`config.mk`:
```
export PLATFORM = sky130hd
export DESIGN_NAME = capcmp_unit
export DESIGN_NICKNAME = d
export VERILOG_FILES = /design/src/rtl/capcmp_pkg.sv /design/src/rtl/capcmp_edge.sv /design/src/rtl/capcmp_match.sv /design/src/rtl/capcmp_unit.sv
export SDC_FILE = /design/constraint.sdc
export NUM_CORES = 1
export LEC_CHECK = 0
export BUFFER_PORTS_ARGS = -buffer_cell sky130_fd_sc_hd__buf_4
export CORE_MARGIN = 4
export CORE_UTILIZATION = 51
export CTS_CLUSTER_SIZE = 12
export DETAILED_ROUTE_END_ITERATION = 12
export PLACE_DENSITY = 0.86
export SLEW_MARGIN = 0
export SYNTH_ARGS = -nofsm -noshare
export SYNTH_HDL_FRONTEND = slang
export SYNTH_SLANG_ARGS = --single-unit
export TNS_END_PERCENT = 10
```
`constraint.sdc`:
```
create_clock -name clk -period 2.05 [get_ports clk]
set_input_delay 0.3075 -clock clk [delete_from_list [all_inputs] [get_ports clk]]
set_output_delay 0.3075 -clock clk [all_outputs]
set_load 0.01 [all_outputs]
```
`src/rtl/capcmp_pkg.sv`:
```
package capcmp_pkg;

    typedef enum logic [3:0] {
        M_OFF    = 4'b0000,
        M_TOGGLE = 4'b0010,
        M_FALL   = 4'b0100,
        M_RISE   = 4'b0101,
        M_RISE_A = 4'b0110,
        M_RISE_B = 4'b0111,
        M_SET    = 4'b1000,
        M_CLR    = 4'b1001,
        M_IRQ    = 4'b1010
    } mode_e;

    typedef enum logic [2:0] {
        CAP_NONE, CAP_FALL, CAP_RISE, CAP_RISE_A, CAP_RISE_B
    } cap_e;

    typedef enum logic [2:0] {
        ACT_NONE, ACT_SET, ACT_CLR, ACT_TOG, ACT_IRQ
    } act_e;

    typedef struct packed {
        cap_e cap;
        act_e act;
        logic cmp;
    } mode_dec_t;

    function automatic mode_dec_t decode_mode(input logic [3:0] m);
        mode_dec_t r;
        r = '{cap: CAP_NONE, act: ACT_NONE, cmp: 1'b0};
        case (m)
            M_FALL:   r.cap = CAP_FALL;
            M_RISE:   r.cap = CAP_RISE;
            M_RISE_A: r.cap = CAP_RISE_A;
            M_RISE_B: r.cap = CAP_RISE_B;
            M_TOGGLE: begin r.act = ACT_TOG; r.cmp = 1'b1; end
            M_SET:    begin r.act = ACT_SET; r.cmp = 1'b1; end
            M_CLR:    begin r.act = ACT_CLR; r.cmp = 1'b1; end
            M_IRQ:    begin r.act = ACT_IRQ; r.cmp = 1'b1; end
            default:  ;
        endcase
        return r;
    endfunction

endpackage

```
`src/rtl/capcmp_edge.sv`:
```
module capcmp_edge
    import capcmp_pkg::*;
#(
    parameter int SYNC  = 2,
    parameter int PRE_A = 4,
    parameter int PRE_B = 16
) (
    input  logic clk,
    input  logic rst_n,
    input  logic pin_i,
    input  cap_e kind_i,
    input  logic mode_chg_i,
    output logic ev_o
);
    localparam int CW = (PRE_B > 1) ? $clog2(PRE_B) : 1;
    localparam logic [CW-1:0] LIM_A = CW'(PRE_A - 1);
    localparam logic [CW-1:0] LIM_B = CW'(PRE_B - 1);

    typedef struct packed {
        logic [SYNC-1:0] sync;
        logic            last;
        logic [CW-1:0]   cnt;
    } st_t;

    st_t q, d;
    logic rise, fall, presc;
    logic [CW-1:0] lim;

    always_comb begin
        d      = q;
        d.sync = {q.sync[SYNC-2:0], pin_i};
        d.last = q.sync[SYNC-1];
        rise   = q.sync[SYNC-1] & ~q.last;
        fall   = ~q.sync[SYNC-1] & q.last;
        presc  = (kind_i == CAP_RISE_A) || (kind_i == CAP_RISE_B);
        lim    = (kind_i == CAP_RISE_A) ? LIM_A : LIM_B;

        if (mode_chg_i)
            d.cnt = '0;
        else if (presc && rise)
            d.cnt = (q.cnt == lim) ? '0 : q.cnt + 1'b1;

        case (kind_i)
            CAP_FALL:   ev_o = fall;
            CAP_RISE:   ev_o = rise;
            CAP_RISE_A,
            CAP_RISE_B: ev_o = rise && !mode_chg_i && (q.cnt == lim);
            default:    ev_o = 1'b0;
        endcase
    end

    always_ff @(posedge clk or negedge rst_n) begin
        if (!rst_n) q <= '0;
        else        q <= d;
    end

    AST_RISE_SPACED: assert property (@(posedge clk) disable iff (!rst_n)
        (kind_i == CAP_RISE && ev_o) |=> !ev_o);
    AST_PRESC_BOUND: assert property (@(posedge clk) disable iff (!rst_n)
        (kind_i == CAP_RISE_A && $past(kind_i) == CAP_RISE_A) |-> (q.cnt < CW'(PRE_A)));

endmodule

```
`src/rtl/capcmp_match.sv`:
```
module capcmp_match #(
    parameter int W = 16
) (
    input  logic         clk,
    input  logic         rst_n,
    input  logic         en_i,
    input  logic [W-1:0] timer_i,
    input  logic [W-1:0] ref_i,
    output logic         fire_o
);
    typedef struct packed {
        logic prev;
    } st_t;

    st_t q, d;
    logic eq;

    always_comb begin
        eq     = en_i && (timer_i == ref_i);
        d.prev = eq;
        fire_o = eq && !q.prev;
    end

    always_ff @(posedge clk or negedge rst_n) begin
        if (!rst_n) q <= '0;
        else        q <= d;
    end

    AST_ONE_SHOT: assert property (@(posedge clk) disable iff (!rst_n)
        fire_o |=> !fire_o);

endmodule

```
`src/rtl/capcmp_unit.sv`:
```
module capcmp_unit
    import capcmp_pkg::*;
#(
    parameter int TW    = 16,
    parameter int BW    = 8,
    parameter int SYNC  = 2,
    parameter int PRE_A = 4,
    parameter int PRE_B = 16
) (
    input  logic          clk,
    input  logic          rst_n,
    input  logic [3:0]    mode_i,
    input  logic [TW-1:0] timer_i,
    input  logic          pin_i,
    input  logic [TW/BW-1:0] wr_en_i,
    input  logic [BW-1:0] wdata_i,
    input  logic          irq_clr_i,
    output logic [TW-1:0] ccr_o,
    output logic          pin_o,
    output logic          irq_o
);
    localparam int NB = TW / BW;

    typedef struct packed {
        logic [TW-1:0] ccr;
        logic          pin;
        logic          irq;
        logic [3:0]    mode_prev;
    } st_t;

    st_t q, d;
    mode_dec_t dec;
    logic mode_chg, cap_ev, cmp_fire;
    logic [TW-1:0] wr_word;

    for (genvar b = 0; b < NB; b++) begin : g_byte
        assign wr_word[b*BW +: BW] = wr_en_i[b] ? wdata_i : q.ccr[b*BW +: BW];
    end

    assign dec      = decode_mode(mode_i);
    assign mode_chg = (mode_i != q.mode_prev);

    capcmp_edge #(.SYNC(SYNC), .PRE_A(PRE_A), .PRE_B(PRE_B)) u_edge (
        .clk        (clk),
        .rst_n      (rst_n),
        .pin_i      (pin_i),
        .kind_i     (dec.cap),
        .mode_chg_i (mode_chg),
        .ev_o       (cap_ev)
    );

    capcmp_match #(.W(TW)) u_match (
        .clk     (clk),
        .rst_n   (rst_n),
        .en_i    (dec.cmp),
        .timer_i (timer_i),
        .ref_i   (q.ccr),
        .fire_o  (cmp_fire)
    );

    always_comb begin
        d           = q;
        d.mode_prev = mode_i;
        d.ccr       = cap_ev ? timer_i : wr_word;
        if (cmp_fire) begin
            case (dec.act)
                ACT_SET: d.pin = 1'b1;
                ACT_CLR: d.pin = 1'b0;
                ACT_TOG: d.pin = ~q.pin;
                default: d.pin = q.pin;
            endcase
        end
        if (cap_ev || cmp_fire) d.irq = 1'b1;
        else if (irq_clr_i)     d.irq = 1'b0;
    end

    always_ff @(posedge clk or negedge rst_n) begin
        if (!rst_n) q <= '0;
        else        q <= d;
    end

    assign ccr_o = q.ccr;
    assign pin_o = q.pin;
    assign irq_o = q.irq;

    AST_CAPTURE_TAKES_TIMER: assert property (@(posedge clk) disable iff (!rst_n)
        cap_ev |=> (ccr_o == $past(timer_i)));
    AST_EVENT_RAISES_IRQ: assert property (@(posedge clk) disable iff (!rst_n)
        (cap_ev || cmp_fire) |=> irq_o);
    AST_FORCE_HIGH: assert property (@(posedge clk) disable iff (!rst_n)
        (cmp_fire && mode_i == M_SET) |=> pin_o);
    AST_FORCE_LOW: assert property (@(posedge clk) disable iff (!rst_n)
        (cmp_fire && mode_i == M_CLR) |=> !pin_o);
    AST_IRQ_ONLY_KEEPS_PIN: assert property (@(posedge clk) disable iff (!rst_n)
        (cmp_fire && mode_i == M_IRQ) |=> $stable(pin_o));
    AST_OFF_NO_EVENT: assert property (@(posedge clk) disable iff (!rst_n)
        (mode_i == M_OFF) |-> (!cap_ev && !cmp_fire));
    AST_BYTE_WRITE: assert property (@(posedge clk) disable iff (!rst_n)
        (!cap_ev && wr_en_i[0]) |=> (ccr_o[BW-1:0] == $past(wdata_i)));

endmodule

```
==> results.cfg, run 1 <==
[cells_and_area]
multi_input_area_um2 = 869.6
finish.utilization_pct = 64.36
fill_cells = 278
mostFrequentLayoutCells = buf_4, dfrtp_1, mux2_2
synthToLayoutAreaGrowth_pct = 21.06
seq_area_um2 = 750.7
final_common_cell = buf_4
n_antenna_cell = 0
drive_above_1_share_pct = 48.96
fin_nets = 228

[sta]
rsz0062_at_grt = false
setup_ws_ps = 140.2
setup_viol = 0
hold_violations = 0
slew_viol_final = 0
holdWs_ps = 92.83
tightest_slew_ps = 383.7
fin_setup_tns_ps = 0
relSlewSlack_pct = 74.42
period_needed_ps = 1910
min_period_over_period_pct = 93.16
fmax_mhz = 523.6
skew_ps = 6.293

[logic_synthesis]
synth-seq-cells = 30
yosysUniqueCellTypes = 32
synth_top_cell_area_share_pct = 41.99
synth_top_cell_by_area = dfrtp_1
yosys-top-cells-area = dfrtp_1, mux2_2, xnor2_1, mux2_4, buf_4
syn-cell-area_um2 = 1788
syn_inst = 152
ys_seq_area_share_pct = 41.99
syn_avg_cell_area_um2 = 11.76
synth_nets = 187
yosys_warnings = 0

[placed_design]
gp_congestion = 0.8494
dp_hpwl_mm = 2.868
io_buffers = 51
place_ws_ps = 67.67

[die]
die-area_um2 = 4517
fp.dieW_um = 67.21
rows = 21
io_pins = 52
coreArea_um2 = 3363
start_util_pct = 53.16
die_y_um = 67.21

[clock_network]
root_buffer = clkbuf_4
clk_pin_slew_ps = 90
clk_path_buf_depth = 2
cts_tree = built
cts_buffers = 5
postCtsSetupBuffers = 0
cts.sinks = 30
htreeDepth = 2
clk_latency_ps = 320

[pwr]
p_leak_nw = 0.9532
power_density_nw_per_um2 = 625.6
p_total_mw = 1.354
vdd_drop_max_v = 0.0004030

[critical_path]
worst_setup_path_end_kind = flip-flop
reg2reg_from = u_edge.q[2]
critPathRequiredTime_ps = 2260
max_stage_delay_ps = 430
start_kind = flip-flop
arrival_ps = 2120
worstPathCellList = or2_2 > mux2i_1 > nor3b_2 > o21a_1 > buf_12 > mux2_2
cp_top_family = multiplexers
cp-startpoint = u_edge.q[2]
cp_max_fo = 17
crit_type = reg -> reg
crit_path_top_delay_cell = dfrtp_1
crit_buf_inv = 1

[global_route]
gr-total-overflow = 0
grt_pass1_vias = 1320
grt.total_usage_pct = 18.19
antenna_found_initial = 0
grt_max_degree = 31
grt_pass1_wl_mm = 6.085

[detailed_routing]
finalWirelength_mm = 3.750
firstDrtPassIters = 4
vias = 1242
route.detailed.drc = 0
final_antenna_net_count = 0
wl_per_cell_um = 15.76
vias_per_cell = 5.218
drt_first_iter_violations = 58

[min_path]
hp-start = pin_i
hp-class = in -> reg

[job]
maxCapViolCount = 0

[outcome]
status = complete, no violations
==> cell usage after synthesis <==
cell type	count
buf_12	1
mux2i_1	3
nand3_1	3
nand2_1	3
nand4_1	5
ha_1	1
a21oi_1	5
buf_1	2
and4bb_1	1
nor2_1	6
nor2b_1	3
a22oi_1	1
or4_1	1
nor4_1	2
inv_1	4
a211o_1	1
or3_1	1
o21a_1	1
dfrtp_1	30
xor2_1	1
nor3b_2	1
xnor2_1	19
a211oi_1	2
mux2_4	9
a32oi_1	1
mux2_2	23
or2_2	1
buf_4	16
buf_6	1
o21ai_0	1
and2b_1	1
nor3_1	2
==> stage by stage <==
step,std cells,cell area (um2)
floorplan,152,1788
global placement,231,2097
detailed placement,231,2097
CTS,238,2158
global route,238,2165
finish,238,2165
==> worst paths after layout <==
path	to	slack, ps	depth (start not counted)
setup / recovery	ccr_o[3]	140	6
setup reg to reg	ccr_o[3]	140	6
max in group asynchronous	ccr_o[9]	1330	2
hold reg to reg	u_edge.d[4]	360	0
hold / removal	u_edge.d[6]	90	1
min in group asynchronous	q[3]	440	2
==> worst register-to-register path, cell delays in order, from the launching register on <==
cell and delay (ps):
dfrtp_1 430, or2_2 310, mux2i_1 160, nor3b_2 180, o21a_1 180, buf_12 180
mux2_2 350
==> sequential cells by signal, indices dropped and copies added (netlist names) <==
register and flops:
ccr_o 16, u_edge.q 5, q 4, irq_o 1, pin_o 1, u_edge.d 2, u_match.q 1
==> layer usage <==
layer,part of all wire (%),GRT usage [%],up-vias
li1,-,-,594
met1,43,21.90,604
met2,50,31.53,40
met3,5.9,5.158,4
met4,0.91,5.316,0
met5,0,0,-
==> cell families (layout without fill, tap and decap cells) <==
logic type	after synthesis	in the layout	share of synthesized area (%)
muxes	35	35	23.72
DFF	30	30	41.99
and+or+nand+nor	30	30	9.727
buffers and inverters	24	64	9.727
xor gates and xnor gates	20	20	9.797
AOI/OAI and AO/OA	12	12	4.338
adders and majority gates	1	1	0.6997
==> cell type report <==
type                    count  area share [%]
clock buffers               6           2.370
flip-flops and latches     30           34.68
inverters                   4          0.6936
multi-input cells          98           40.17
repair buffers             54           19.42
well taps                  46           2.659
==> power breakdown <==
group	internal, mW	switching [mW]	leakage (nW)
clock network	0.154	0.192	0.0302
registers	0.635	0.0419	0.361
logic	0.203	0.128	0.562
total	0.992	0.362	0.953
==> what timing repair did <==
| action | CTS | global route |
|---|---|---|
| gates resized for setup | 0 | 1 |
| setup endpoints to repair | 0 | 1 |
| hold buffers | 1 | 0 |
| endpoints found under the hold margin | 30 | 0 |
Note: power is estimated with default switching activity, not from simulation.
==> run 2, diff against run 1 <==
clock period = 2.1 ns   (was 2.05 ns; I/O delays follow)
==> run 2 against run 1 <==
Wire length about the same. Hold slack better by 6.4 ps. Sequential power down 2%. Utilization down 0.19 points. Setup slack better by 42 ps. Power down 4.1%. Sequential share of layout area up 0.10 points. Largest power group unchanged. Highest routed layer unchanged.
==> results.cfg, run 2 (same netlist as run 1, synthesis figures left out) <==
[outcome]
status = complete, no violations

[critical_path]
max_stage_delay_ps = 450
cp_max_fo = 17
arrival_ps = 2130
start_kind = flip-flop
reg2reg_from = u_edge.q[3]
crit_path_top_delay_cell = dfrtp_1
reg2reg_depth = 6
cp-startpoint = u_edge.q[3]
worst_setup_path_end_kind = flip-flop
worstPathCellList = or2_2 > mux2i_1 > nor3b_2 > o21a_1 > buf_12 > mux2_2
crit_type = reg -> reg
critPathRequiredTime_ps = 2310

[sta]
fin_setup_tns_ps = 0
min_period_over_period_pct = 91.33
slew_viol_final = 0
relSlewSlack_pct = 73.94
fmax_mhz = 521.4
skew_ps = 5.487
tightest_slew_ps = 391.0
rsz0062_at_grt = false
hold_violations = 0
setup_viol = 0
period_needed_ps = 1918

[cells_and_area]
n_antenna_cell = 0
seq_area_um2 = 750.7
fin_nets = 228
multi_input_area_um2 = 869.6
finish.utilization_pct = 64.17
fill_cells = 274
final_common_cell = buf_4
mostFrequentLayoutCells = buf_4, dfrtp_1, mux2_2
synthToLayoutAreaGrowth_pct = 20.71
design_area_um2 = 2158
largest_reg_flops = 16
drive_above_1_share_pct = 48.19

[pwr]
power_switching_mw = 0.3546
vdd_drop_max_v = 0.0003542
p_total_mw = 1.299
sw_frac_of_total_pct = 27.30
intPower_mw = 0.9442
power_frac_comb_pct = 24.9
p_clk_share_pct = 24.2
power_density_nw_per_um2 = 601.8
p_seq_share_pct = 50.9
p_leak_nw = 0.9484

[detailed_routing]
vias_per_cell = 5.356
firstDrtPassIters = 4
wl_per_cell_um = 15.69
finalWirelength_mm = 3.751
final_antenna_net_count = 0
route.detailed.drc = 0
vias = 1280
drt_first_iter_violations = 70

[die]
io_pins = 52
fp.dieW_um = 67.21
coreArea_um2 = 3363
rows = 21
die_y_um = 67.21
die-area_um2 = 4517
start_util_pct = 53.16

[placed_design]
gp_congestion = 0.8492
place_area_um2 = 2097
dp_hpwl_mm = 2.807
io_buffers = 51

[global_route]
grt_pass1_vias = 1358
gr-total-overflow = 0
grt_pass1_wl_mm = 6.099
grt_max_degree = 31
grt.total_usage_pct = 18.44
antenna_found_initial = 0

[clock_network]
root_buffer = clkbuf_4
clk_pin_slew_ps = 90
cts.sinks = 30
postCtsSetupBuffers = 0
cts_tree = built
clk_latency_ps = 320
cts_buffers = 5
clk_path_buf_depth = 2
htreeDepth = 2

[min_path]
hp-class = in -> reg
hp-start = pin_i
hold_depth = 1

[job]
maxCapViolCount = 0
[run 2: cell types whose count changed in the layout (fill, tap and decap cells not counted)]
cell	change
clkbuf_8	-1
clkbuf_1	+2
[run 2: power by group through the flow]
stage	registers, mW	logic (mW)	clock network (mW)
2_1_floorplan	0.661	0.223	0
3_3_place_gp	0.669	0.314	0
3_5_place_dp	0.672	0.323	0
4_1_cts	0.662	0.326	0.321
5_1_grt	0.668	0.352	0.365
6_report	0.661	0.324	0.314
[run 2: worst paths after layout]
kind	end	slack, ps
max	ccr_o[4]	180
min	u_edge.d[6]	100
max reg2reg	ccr_o[4]	180
min reg2reg	u_edge.d[4]	360
max in group asynchronous	irq_o	1360
min in group asynchronous	u_edge.q[3]	440
[run 2: timing repair]
action,CTS,global route
hold buffers,1,0
hold endpoints to repair,30,0
endpoints found under the setup margin,0,1
resized for setup,0,1
[run 2: routing by layer]
metal / vias up / part of all wire [%] / global-route usage (%)
met1: 624 / 41 / 21.47
met5: - / 0 / 0
met4: 0 / 1.1 / 6.329
li1: 594 / - / -
met2: 55 / 51 / 30.80
met3: 7 / 7.2 / 7.321
[run 2: through the flow]
step	std cells	hold slack (ps)	setup WS (ps)
after floorplan	152	19.41	255.4
after global placement	231	260.3	150.1
after detailed placement	231	268.5	105.6
after CTS	239	93.53	118.2
after global routing	239	65.08	65.45
final	239	99.28	182.0
[run 2: layout make-up]
| cell class | instances | area share [%] |
|---|---|---|
| flip-flops and latches | 30 | 34.78 |
| inverters | 4 | 0.6957 |
| clock buffers | 7 | 2.087 |
| well taps | 46 | 2.667 |
| multi-input cells | 98 | 40.29 |
| repair buffers | 54 | 19.48 |
[run 2: critical path, delay by kind of cell, from the launching register on]
| kind | cells | cell delay, ps |
|---|---|---|
| mux | 2 | 520 |
| simple gates | 2 | 470 |
| flops | 1 | 450 |
| compound gates | 1 | 180 |
| buf+inv | 1 | 180 |
